### src/rtl/mod23_pkg.sv
package mod23_pkg;
    localparam int CNT_W = 2;

    localparam logic [CNT_W-1:0] CNT_FIRST = 2'd0;
    localparam logic [CNT_W-1:0] CNT_END2  = 2'd1;
    localparam logic [CNT_W-1:0] CNT_END3  = 2'd2;

    typedef struct packed {
        logic [CNT_W-1:0] cnt;
        logic             mod;
    } cell_st_t;
endpackage

### src/rtl/mod23_cell.sv
module mod23_cell
    import mod23_pkg::*;
(
    input  logic clk,
    input  logic rst_n,
    input  logic tick_i,
    input  logic pbit_i,
    input  logic modin_i,
    output logic tick_o,
    output logic modout_o
);
    cell_st_t st_d, st_q;
    logic     swallow;
    logic [CNT_W-1:0] end_cnt;
    logic     at_end;

    always_comb begin
        swallow = pbit_i & modin_i;
        end_cnt = swallow ? CNT_END3 : CNT_END2;
        at_end  = (st_q.cnt == end_cnt);
        tick_o  = tick_i & at_end;
        st_d    = st_q;
        if (tick_i) begin
            st_d.cnt = at_end ? CNT_FIRST : st_q.cnt + 1'b1;
            st_d.mod = modin_i && (st_d.cnt == end_cnt);
        end
    end

    always_ff @(posedge clk) begin
        if (!rst_n) begin
            st_q <= '{cnt: CNT_FIRST, mod: 1'b0};
        end else begin
            st_q <= st_d;
        end
    end

    assign modout_o = st_q.mod;

    // the third state is reachable only with a qualified swallow
    a_r6_swallow_qualified: assert property (@(posedge clk) disable iff (!rst_n)
        (st_q.cnt == CNT_END3) |-> (pbit_i && modin_i));

    // mod-out only under an active mod-in
    a_r5_modout_needs_modin: assert property (@(posedge clk) disable iff (!rst_n)
        modout_o |-> modin_i);

    // mod-out lasts a single input period of this cell
    a_r5_modout_one_slot: assert property (@(posedge clk) disable iff (!rst_n)
        (modout_o && tick_i) |=> !modout_o);
endmodule

### src/rtl/mod23_chain.sv
module mod23_chain #(
    parameter int NCELL = 3
) (
    input  logic             clk,
    input  logic             rst_n,
    input  logic [NCELL-1:0] prog_i,
    output logic             div_o
);
    localparam int PERIOD_MIN = 1 << NCELL;

    typedef struct packed {
        logic [NCELL-1:0] prog;
        logic             first;
    } top_st_t;

    top_st_t          st_d, st_q;
    logic [NCELL:0]   tick;
    logic [NCELL:0]   mod;
    logic [NCELL-1:0] prog_eff;
    logic             wrap;

    assign tick[0]    = 1'b1;
    assign mod[NCELL] = 1'b1;
    assign wrap       = tick[NCELL];

    always_comb begin
        prog_eff = st_q.first ? prog_i : st_q.prog;
        st_d     = st_q;
        if (st_q.first || wrap) begin
            st_d.prog = prog_i;
        end
        st_d.first = 1'b0;
    end

    always_ff @(posedge clk) begin
        if (!rst_n) begin
            st_q <= '{prog: '0, first: 1'b1};
        end else begin
            st_q <= st_d;
        end
    end

    for (genvar gi = 0; gi < NCELL; gi++) begin : g_cell
        mod23_cell u_cell (
            .clk      (clk),
            .rst_n    (rst_n),
            .tick_i   (tick[gi]),
            .pbit_i   (prog_eff[gi]),
            .modin_i  (mod[gi+1]),
            .tick_o   (tick[gi+1]),
            .modout_o (mod[gi])
        );
    end

    assign div_o = mod[0];

    // output pulse never lasts beyond one cycle
    a_r2_single_cycle: assert property (@(posedge clk) disable iff (!rst_n)
        div_o |=> !div_o);

    // the captured word only moves at a period boundary
    a_r3_prog_held: assert property (@(posedge clk) disable iff (!rst_n)
        (!wrap && !st_q.first) |=> $stable(st_q.prog));

    // the shortest legal period is at least two cycles
    initial a_r1_min_period: assert (PERIOD_MIN >= 2);
endmodule

### config.mk
export PLATFORM = sky130hd
export DESIGN_NAME = mod23_chain
export DESIGN_NICKNAME = d
export VERILOG_FILES = /design/src/rtl/mod23_pkg.sv /design/src/rtl/mod23_cell.sv /design/src/rtl/mod23_chain.sv
export SDC_FILE = /design/constraint.sdc
export NUM_CORES = 1
export LEC_CHECK = 0
export BUFFER_PORTS_ARGS = -buffer_cell sky130_fd_sc_hd__buf_2
export CAP_MARGIN = 30
export CORE_AREA = 2 2 39 41
export CTS_CLUSTER_SIZE = 14
export DETAILED_ROUTE_END_ITERATION = 8
export DIE_AREA = 0 0 41 43
export PLACE_DENSITY = 0.75
export SLEW_MARGIN = 20
export SYNTH_ARGS = -nofsm -noshare
export SYNTH_HDL_FRONTEND = slang
export SYNTH_SLANG_ARGS = --single-unit
### constraint.sdc
create_clock -name clk -period 4.4 [get_ports clk]
set_input_delay 0.66 -clock clk [delete_from_list [all_inputs] [get_ports clk]]
set_output_delay 0.66 -clock clk [all_outputs]
set_load 0.02 [all_outputs]
# After elaboration in Yosys (flattened, before gate mapping)
# Cells that the tools add are included.
totals:
  ff_bits: 13
  elab_cells: 32
op_classes:
  n_addsub: 3
  n_eq_ne: 6
  muxes: 8
  n_bitwise: 4
  reduce_logical: 3
ops:
  columns: ["operator", "n"]
  rows:
  - ["equality test 2 bit", 6]
  - ["two-way mux 2 bit", 6]
  - ["adder 2 x 1 -> 2 bit (second input constant)", 3]
  - ["AND 1 bit", 4]
  - ["two-way mux 3 bit", 1]
  - ["logical AND 1 bit", 2]
  - ["logical OR 1 bit", 1]
  - ["two-way mux 1 bit", 1]

# Longest topological paths before layout
logic_depth:
  word_depth: 7
  ltp_mapped: 6
  ltp_nobuf: 5

# Modules after synthesis
# A second synthesis with hierarchy kept.
unflattened:
  hier_cells: 77
  area_unflattened_um2: 693.2
modules_own_cells:
  columns: ["mod", "n_inst", "cells_per_inst", "area_per_inst_um2", "seq_area_each_um2"]
  rows:
  - ["mod23_cell", 3, 19, 167.7, 60.1]
  - ["mod23_chain", 1, 20, 190.2, 80.1]

# Worst setup path after synthesis
# No wires, ideal clock.
synth_timing:
  kind: "input to register"
  start: "input prog_i[0]"
  end: "register g_cell[1].u_cell.st_q[2] in the netlist's numbering"
  arrival_time_ps: 1723
  path_slack_ps: 2610
  cell_stages: 6
  n_path_buf: 1
  path_cell_list: "mux2_2 -> and4b_1 -> or2_1 -> buf_2 -> a21bo_1 -> a21oi_2"
synth_via:
  elab_chain_cells: 4
synth_rtl:
  columns: ["element", "line_no", "rtl"]
  rows:
  - ["start: declaration", "mod23_chain.sv:6", "input logic [NCELL-1:0] prog_i,"]
  - ["two-way mux 3 bit", "mod23_chain.sv:27", "prog_eff = st_q.first ? prog_i : st_q.prog;"]
  - ["AND 1 bit", "mod23_cell.sv:18", "swallow = pbit_i & modin_i;"]
  - ["two-way mux 2 bit", "mod23_cell.sv:19", "end_cnt = swallow ? CNT_END3 : CNT_END2;"]
  - ["equality test 2 bit", "mod23_cell.sv:20", "at_end = (st_q.cnt == end_cnt);"]
  - ["end signal: assignment", "mod23_cell.sv:31", "st_q <= '{cnt: CNT_FIRST, mod: 1'b0};"]
  - ["end signal: assignment", "mod23_cell.sv:33", "st_q <= st_d;"]
  - ["end: declaration", "mod23_cell.sv:12", "cell_st_t st_d, st_q;"]
# No other way between the ends.
# A chain may end at the register's enable or synchronous reset.

# Final worst setup path
layout_timing:
  start: "register st_q[0] in the netlist's numbering"
  end: "register g_cell[2].u_cell.st_q, in the netlist g_cell[2].u_cell.modout_o"
layout_via:
  elab_chain_cells: 5
  word_cells_on_any_way: 12
  classes_between: "eq/ne (4); mux (5); bitwise (3)"
layout_rtl:
  columns: ["element", "line_no", "rtl"]
  rows:
  - ["start: declaration", "mod23_chain.sv:16", "top_st_t st_d, st_q;"]
  - ["start signal: assignment", "mod23_chain.sv:37", "st_q <= '{prog: '0, first: 1'b1};"]
  - ["start signal: assignment", "mod23_chain.sv:39", "st_q <= st_d;"]
  - ["two-way mux 3 bit *", "mod23_chain.sv:27", null]
  - ["two-way mux 2 bit / AND 1 bit (equally long branches)", "mod23_cell.sv:19, mod23_cell.sv:18", null]
  - ["equality test 2 bit / two-way mux 2 bit (equally long branches)", "mod23_cell.sv:20, mod23_cell.sv:19", null]
  - ["two-way mux 2 bit / equality test 2 bit (equally long branches)", "mod23_cell.sv:24, mod23_cell.sv:20", null]
  - ["equality test 2 bit / AND 1 bit (equally long branches)", "mod23_cell.sv:25, mod23_cell.sv:21", null]
  - ["end signal: assignment", "mod23_cell.sv:31", null]
  - ["end signal: assignment", "mod23_cell.sv:33", null]
  - ["end: declaration", "mod23_cell.sv:12", null]
# Mark *: on every way between the ends. The rest lies on a longest branch, timed or not.

==> run summary <==
The flow ran to the end, and the final reports show no timing, DRC or antenna violations. Total wirelength of the detailed-routed design: 1210 microns. By area, the combinational part of the netlist is dominated by simple AND/OR/NAND/NOR gates. The tools report the total clock buffers created by CTS as 3. The placement-stage cell area is 707 sq um, and the area of the die is 1760 sq um. The number of global-route vias before repair is 488.

The share of the core filled with cells was 53.0%; the worst-case setup slack after placement was 2.43 ns. Summing the areas of all and, or, nand and nor instances in the mapped netlist gives 23.9% of the synthesized area. The max-capacitance violation count came out at 0. The worst hold path belongs to the class register to register. 6 I/O pins were placed. The area of the core was 1380 sq um; the overflow left after global routing was 0. The worst slew slack as a fraction of its limit is 70.7%. The logs give 38.6% for the portion of the post-synthesis area used by sequential elements and 2 for the maximum buffer depth of the clock tree. Once the clock tree was built, the setup fixing pass inserted 0 buffers. The clock-pin slew on the worst setup and hold paths is 0.08 ns. The number of vias in the routed layout is 529.

Buffer type at the clock tree root: sky130_fd_sc_hd__clkbuf_4. The congestion estimate from routability-driven global placement came to 0.779. The synthesized netlist devotes 13.9% of its cell area to compound gates. The number of nets in the synthesized netlist is 81.

The areal power density over the cells is 318 nW/um^2, and the final-layout fill cell count is 137. Number of search-and-repair iterations in the first detailed-routing pass: 1. The final critical delay including setup and external delays is 1.70 ns.

The logs give 233 uW for the total power after layout and 1.91 ns for the worst path arrival time. The detail route stage leaves a number of antenna-violating nets equal to 0. The horizontal die dimension came out at 41 microns. The synthesized design spends more area on one cell type than any other, namely sky130_fd_sc_hd__dfxtp_1. STA puts the critical path data required time at 4.61 ns. The run gives 1 as the maximum level of the CTS H-tree. Dividing the detail-routed wire length by the instance count gives 12.3 microns. Of the post-synthesis cell area, the dominant cell type holds 38.6%. The synthesized netlist devotes 0% of its cell area to adder and majority cells. Hold is met by 0.482 ns. The tools report the number of hold violations in the final report as 0. The synthesized netlist devotes 2.60% of its cell area to XOR and XNOR gates. The logs give 0.000136 V for the worst voltage drop across the vdd grid and 0.00381 ns for the setup skew after layout. The synthesized design contains 13 register bits. Of the available clock period, the critical path in the final layout requires 38.6%.

First-pass GRT wire length: 2060 microns. Setup violations remaining at the end of the flow were counted as 0. Of the cells placed in the final design, the portion with a size suffix greater than 1 is 18.3%. The endpoint kind of the worst setup timing path is a register. The tools report the detailed-placement wirelength estimate as 900 microns.

After synthesis the cells add up to 674 sq um. For this run, design rule violations remaining after detail routing come to 0. The most used flip-flop cell after synthesis is sky130_fd_sc_hd__dfxtp_1. The clock reaches the later pin of the worst-skew pair after 0.27 ns.

The floorplan has 14 rows. Dividing the detail-routed via count by the number of cells gives 5.40. Buffers placed on the I/O ports in this run total 5.

The tools report the antenna diode count as 0. The initial antenna violation count was 0; the final net count was 88. Setup repair after global routing left no endpoint under its margin. The number of cells in the design after placement was 94. The max-slew violation count is 0, and the multiplexer area fraction after synthesis is 18.6%. Global routing consumed, over all layers together, 18.2% of the routing resources. The transition time at the pin with the least slew margin was 0.438 ns; the clock net sink count was 13. Along the worst path, the maximum fanout reaches 5.

The initial utilization of the core area, before any placement, comes to 48.7%. The area of the multi-input gates is 398 sq um, and the post-cts gate resize count is 0. After the first detailed-routing iteration, the DRC count stood at 0. Number of buffers inserted by hold repair at cts: 0.

Entering global routing, the biggest net connects 13 pins. By startpoint and endpoint, the worst setup path is classified as register to register. In this run the vertical extent of the chip is 43 microns.

Maximum achievable frequency: 0.588 GHz. The average cell area after synthesis is 8.87 sq um, and the number of enable-type register cells in the synthesized netlist is 0. The growth of design area from synthesis to finish came out at 8.72%. The tools report the post-layout worst setup margin as 2.70 ns. The commonest non-fill, non-tap cell in the layout was sky130_fd_sc_hd__dfxtp_1.

The setup TNS was 0 ns; the summed area of non-filler cells in the final layout was 733 sq um. Cell count after synthesis: 76. The tools report the area taken by flip-flops and latches as 260 sq um. TritonCTS built the clock tree. Once layout is complete, the cells apart from fillers number 98. Counting flops with an async set or reset pin after synthesis yields a share of 0%. In the layout the commonest cells are sky130_fd_sc_hd__dfxtp_1, sky130_fd_sc_hd__nor2_1, sky130_fd_sc_hd__mux2i_1. The yosys synthesis warning count came out at 0. In this run the static leakage power is 0.315 nW. The number of unique standard cell types used by synthesis is 26.

The worst setup path is launched from a register. By area the synthesized netlist is led by sky130_fd_sc_hd__dfxtp_1, sky130_fd_sc_hd__mux2i_1, sky130_fd_sc_hd__mux2_2, sky130_fd_sc_hd__nand2b_1, sky130_fd_sc_hd__nor2_1.
-- report_power, final --
group | leakage (nW) | internal (mW) | total, mW | switching (mW)
Sequential | 0.106 | 0.123 | 0.129 | 0.00648
Combinational | 0.194 | 0.0148 | 0.0309 | 0.0160
Clock | 0.0150 | 0.0351 | 0.0727 | 0.0376
Total | 0.315 | 0.173 | 0.233 | 0.0601
-- sequential cells by signal, summed over array words and instances (netlist names) --
register and flops:
st_q 4, g_cell.u_cell.st_q 6, g_cell.u_cell.modout_o 3
-- synthesized netlist by cell type (2+ instances only) --
cell type	instances
sky130_fd_sc_hd__dfxtp_1	13
sky130_fd_sc_hd__nor2_1	9
sky130_fd_sc_hd__mux2i_1	8
sky130_fd_sc_hd__nand2_1	7
sky130_fd_sc_hd__nand2b_1	6
sky130_fd_sc_hd__a21oi_1	5
sky130_fd_sc_hd__mux2_2	4
sky130_fd_sc_hd__a31oi_1	2
sky130_fd_sc_hd__and4b_1	2
sky130_fd_sc_hd__clkbuf_1	2
sky130_fd_sc_hd__nor3_1	2
sky130_fd_sc_hd__o21ai_0	2
-- final cells by class --
cell class / instances / share of cell area [%]
well taps: 16 / 2.73
multi-input cells: 59 / 54.3
repair buffers: 5 / 3.41
clock buffers: 4 / 3.58
inverters: 1 / 0.512
flip-flops and latches: 13 / 35.5
-- worst paths after layout --
| kind | start | to | slack, ns | depth (start not counted) |
|---|---|---|---|---|
| worst max-delay path | st_q[0] | g_cell[2].u_cell.modout_o | 2.70 | 5 |
| worst min-delay path | g_cell[0].u_cell.st_q[2] | g_cell[0].u_cell.modout_o | 0.48 | 1 |
| worst max register to register | st_q[0] | g_cell[2].u_cell.modout_o | 2.70 | 5 |
| worst min register to register | g_cell[0].u_cell.st_q[2] | g_cell[0].u_cell.modout_o | 0.48 | 1 |
-- worst max-delay path, cell delays in order (launching register included) --
cell	delay, ns
sky130_fd_sc_hd__dfxtp_1	0.40
sky130_fd_sc_hd__mux2_2	0.38
sky130_fd_sc_hd__a21oi_1	0.20
sky130_fd_sc_hd__o22ai_2	0.15
sky130_fd_sc_hd__or3_1	0.36
sky130_fd_sc_hd__a21oi_1	0.14
-- cells by family after synthesis --
family | count (synthesis)
buf+inv | 4
flops | 13
xor+xnor | 2
simple gates | 31
mux | 12
compound gates | 14
-- metal layers --
layer / share of wire, % / up-vias / track usage, %
met5: 0 / - / 0
met4: 3.4 / 0 / 14.0
met3: 2.7 / 5 / 6.28
met2: 47 / 8 / 26.3
met1: 47 / 239 / 20.6
li1: - / 277 / -
No activity file was read; power rests on OpenSTA's default activity.
